## src/rtl/seq_sat_counter.sv

```systemverilog
module seq_sat_counter #(
    parameter int CNT_W = 16,
    parameter int INC_W = 3
) (
    input  logic             clk_i,
    input  logic             rst_ni,
    input  logic [INC_W-1:0] inc_i,
    output logic [CNT_W-1:0] cnt_o
);
    localparam logic [CNT_W-1:0] CNT_MAX = {CNT_W{1'b1}};

    logic [CNT_W-1:0] cnt_q;
    logic [CNT_W:0]   sum;

    always_comb begin
        sum = {1'b0, cnt_q} + {{(CNT_W + 1 - INC_W){1'b0}}, inc_i};
    end

    always_ff @(posedge clk_i or negedge rst_ni) begin
        if (!rst_ni) begin
            cnt_q <= '0;
        end else if (sum[CNT_W]) begin
            cnt_q <= CNT_MAX;
        end else begin
            cnt_q <= sum[CNT_W-1:0];
        end
    end

    assign cnt_o = cnt_q;

    // once at the ceiling, the count stays there.
    assert_count_no_wrap_R8: assert property (@(posedge clk_i) disable iff (!rst_ni)
        ($past(cnt_q) == CNT_MAX) |-> (cnt_q == CNT_MAX));

    // a count never goes down between resets.
    assert_count_monotonic_R7: assert property (@(posedge clk_i) disable iff (!rst_ni)
        cnt_q >= $past(cnt_q));

endmodule

```

## config.mk

```make
export PLATFORM = sky130hd
export DESIGN_NAME = seq_sat_counter
export DESIGN_NICKNAME = d
export VERILOG_FILES = /design/src/rtl/seq_sat_counter.sv
export SDC_FILE = /design/constraint.sdc
export NUM_CORES = 1
export LEC_CHECK = 0
export BUFFER_PORTS_ARGS = -buffer_cell sky130_fd_sc_hd__buf_2
export CORE_UTILIZATION = 35
export DETAILED_ROUTE_END_ITERATION = 6
export GPL_TIMING_DRIVEN = 1
export PLACE_DENSITY = 0.66
export SLEW_MARGIN = 10
export SYNTH_ARGS = -nofsm -noshare
export SYNTH_HDL_FRONTEND = slang
export SYNTH_SLANG_ARGS = --single-unit
```

## constraint.sdc

```tcl
create_clock -name clk_i -period 2.2 [get_ports clk_i]
set_input_delay 0.44 -clock clk_i [delete_from_list [all_inputs] [get_ports clk_i]]
set_output_delay 0.44 -clock clk_i [all_outputs]
set_load 0.02 [all_outputs]
```

* Word-level counts from Yosys, hierarchy flattened
Cells that the tools add are included.
Cells by class: $add $sub $neg 1, $mul 0, div/mod/pow operators 0, $lt $le $gt $ge 0, equality and inequality tests 0, shift-type cells 0, mux-type cells 1, bitwise logic cells 0, reduce and logical (&&, ||, !) cells 0
Operators with widths (number):
- adder 16 x 3 -> 17 bit | 1
- 2-to-1 mux 16 bit | 1
Storage, ports and cells: flip-flop bits (word level) 16, bits in latches 0, RAM bits 0, ROM bits 0, bits of input ports 5, output and inout bits 16, logic and storage cells 3, memories 0

* Depth between registers and ports, before layout
depth after elaboration 2, gate-level depth with buffers 7, mapped depth without buffers 6

* Worst setup path after synthesis
No wires, ideal clock.
path type reg-to-reg, from reg cnt_q[0] (netlist: cnt_o[0]), to reg cnt_q[15] (netlist: cnt_o[15]), arrival 1.858 ns, path slack 0.211 ns, stages on the path, launching flop included 7, buffers on the path 0, clock period less this slack 1.989 ns, path through dfrtp_1 ha_1 fa_1 a21o_1 nand4_4 nor3_1 or3_1
On the way: longest elaborated chain between the ends 2
RTL lines:
- from (decl) | line 12 | logic [CNT_W-1:0] cnt_q;
- from (signal assigned) | line 25 | cnt_q <= sum[CNT_W-1:0];
- adder 16 x 3 -> 17 bit | line 16 | sum = {1'b0, cnt_q} + {{(CNT_W + 1 - INC_W){1'b0}}, inc_i};
- 2-to-1 mux 16 bit | line 22 | end else if (sum[CNT_W]) begin
Every way passes these cells.

* Worst setup path in the final report
Same ends and word-level chain as after synthesis.

==> flow_metrics.tcl <==
set metrics [dict create \
    die_h_um 52.9 \
    relSlewSlack 0.608 \
    crit_type "reg2reg" \
    cp_slowest_cell "fa_1" \
    drv_slew 0 \
    dieArea_sq_um 2800 \
    place_congestion 0.723 \
    worst_pin_slew_ns 0.584 \
    yosys_warnings 0 \
    grt_pass1_wl_um 3110 \
    synth.area.top_cells "dfrtp_1, nand2_1, ha_1" \
    post_cts_buffers 0 \
    r2r-start "cnt_o[0]" \
    drc 0 \
    timing.fmax_ghz 0.497 \
    min_path_type "in2async" \
    timing.rr.end "cnt_o[15]" \
    root_buffer "clkbuf_4" \
    powerDensity_nw_per_um2 1200 \
    r2r_slack_ns 0.19 \
    ios 21 \
    clock-sinks 16 \
    synth_cell_types 37 \
    grt_pass1_vias 693 \
    cts-resized-gates 0 \
    clk_path_buf_depth 2 \
    path_cells "ha_1 > fa_1 > a21o_1 > nand4_4 > nor3_1 > or3_1" \
    yosysTopAreaCell "dfrtp_1" \
    routed_wl_um 1860 \
    switchingPower_uw 556 \
    slowest_delay_ns 0.42 \
    p_seq_frac 0.390 \
    crit_start "cnt_o[0]" \
    rows 18 \
    worst_ep_required_time_ns 2.37 \
    fill_cells 240 \
    grt.busiest_layer "met2" \
    cts_tree "built" \
    setup_viol 0 \
    drt_pass1_iterations 4 \
    synth_ff_type "dfrtp_1" \
    synth_top_area_frac 0.441 \
    syn2layout_area_growth_pct 17.5 \
    cp-start-kind "flip-flop" \
    gr-usage-met1 0.204 \
    final_antenna_net_count 0 \
    internal_power_uw 723 \
    timing.final.crit_share 0.915 \
    grt_overflow_total 0 \
    htreeDepth 1 \
    grt_use_met2 0.251 \
    cp_num_buf_inv 0 \
    wl_per_cell_um 13.4 \
    antenna_found_initial 0 \
    start_util 0.370 \
    synth_seq_cells 16 \
    largest_reg_flops 16 \
    reg2reg_depth 6 \
    power_frac_comb 0.456 \
    syn_area_sq_um 908 \
    clock_latency_ns 0.29 \
    drt_iter0_markers 8 \
    syn_area_per_cell_sq_um 10.6 \
    finClkSkew_ns 0.00234 \
    path_clk_slew_ns 0.10 \
    hold_ws_ns 0.0514 \
    core_sq_um 2450 \
    arrival_ns 2.19 \
    outcome "complete, no violations" \
    cp_max_fo 5 \
    yosysSeqAreaShare 0.441 \
    finalHoldViolCount 0 \
    vias 730 \
    nets 119 \
    cts_buffers 3 \
    syn_nets 95 \
    die_w_um 52.9 \
    diodes 0 \
    cp-end-kind "flip-flop" \
    synth_edf_count 0 \
    numPortBuffers 20 \
    peakVddDrop_mv 0.521 \
    hpwl_um 1380 \
    power_leakage_nw 0.520 \
    use_met3 0.0259 \
    grt_max_degree 17 \
    instances_no_fill 139 \
    rsz0062_at_grt "false" \
    grt_util_all_layers 0.158 \
    cts_hold_buf 0 \
    viasPerCell 5.25 \
    power_mw 1.28 \
    p_sw_frac 0.435 \
    dp_cells 135 \
    syn-instance-count 86 \
    critPathTopFamily "adder cells" \
    synthArstFlopShare 1.00 \
    p_clk_frac 0.154 \
    max_cap_violations 0 \
    final_layout_size_suffix_gt1_frac 0.330 \
    post-route-min-period_ns 2.01 \
]
[cell families (layout without fill, tap and decap cells)]
logic type,Yosys count,after routing,share of synthesized area
AOI/OAI and AO/OA,14,14,0.114
xor gates and xnor gates,6,6,0.0579
buffers and inverters,3,26,0.0289
and+or+nand+nor,41,41,0.270
adders and majority gates,4,4,0.0634
muxes,2,2,0.0248
DFF,16,16,0.441
[per-stage QoR]
stage          setup slack (ns)  setup TNS (ns)  cell area (sq um)   util
4_1_cts                   0.180               0               1070  0.435
3_5_place_dp           -0.00483        -0.00483               1030  0.420
3_3_place_gp             0.0755               0               1030  0.420
2_1_floorplan             0.211               0                908      -
5_1_grt                  0.0771               0               1070  0.435
6_report                  0.188               0               1070  0.435
[cell usage in the layout (no fill, tap or decap), types with 3 or more instances in the layout]
cell type | Yosys | routed
buf_2 | 0 | 20
clkbuf_4 | 0 | 3
dfrtp_1 | 16 | 16
ha_1 | 3 | 3
nand2_1 | 11 | 11
nand3_1 | 4 | 4
nand4_1 | 4 | 4
nor3_1 | 4 | 4
o21ai_2 | 3 | 3
xnor2_1 | 3 | 3
xor2_1 | 3 | 3
[synthesized netlist by cell type, drive strengths merged, types with 2 or more instances]
cell   instances
dfrtp         16
nand2         11
nand4          5
nand3          4
nor3           4
o21ai          4
a21o           3
ha             3
xnor2          3
xor2           3
a21oi          2
and2           2
and4           2
buf            2
mux2           2
nor2           2
or2b           2
or3            2
[power groups by stage]
stage | logic (mW) | registers, mW | clock network (mW)
after floorplan | 0.317 | 0.597 | 0
after global placement | 0.577 | 0.502 | 0
after detailed placement | 0.591 | 0.504 | 0
after CTS | 0.591 | 0.500 | 0.203
after global routing | 0.648 | 0.515 | 0.215
final | 0.584 | 0.499 | 0.197
[worst max path at each step]
stage / to / slack, ns / cells past startpoint
2_1_floorplan: cnt_o[15] / 0.21 / 6
3_3_place_gp: cnt_o[15] / 0.08 / 7
3_5_place_dp: cnt_o[15] / -0.005 / 7
4_1_cts: cnt_o[15] / 0.18 / 6
5_1_grt: cnt_o[15] / 0.08 / 6
6_report: cnt_o[15] / 0.19 / 6
[final cells by class]
class | instances | area (sq um) | area share
timing repair buffer | 21 | 108 | 0.101
tap | 30 | 37.5 | 0.0352
multi-input combinational | 67 | 482 | 0.451
clock buffer | 4 | 36.3 | 0.0340
sequential | 16 | 400 | 0.375
inverter | 1 | 3.75 | 0.00352
[routing by layer]
metal	vias up	wire length (um)
met5	-	0
met4	0	23
met3	6	76
met2	19	844
met1	345	919
li1	360	-
Note: power is estimated with default switching activity, not from simulation.
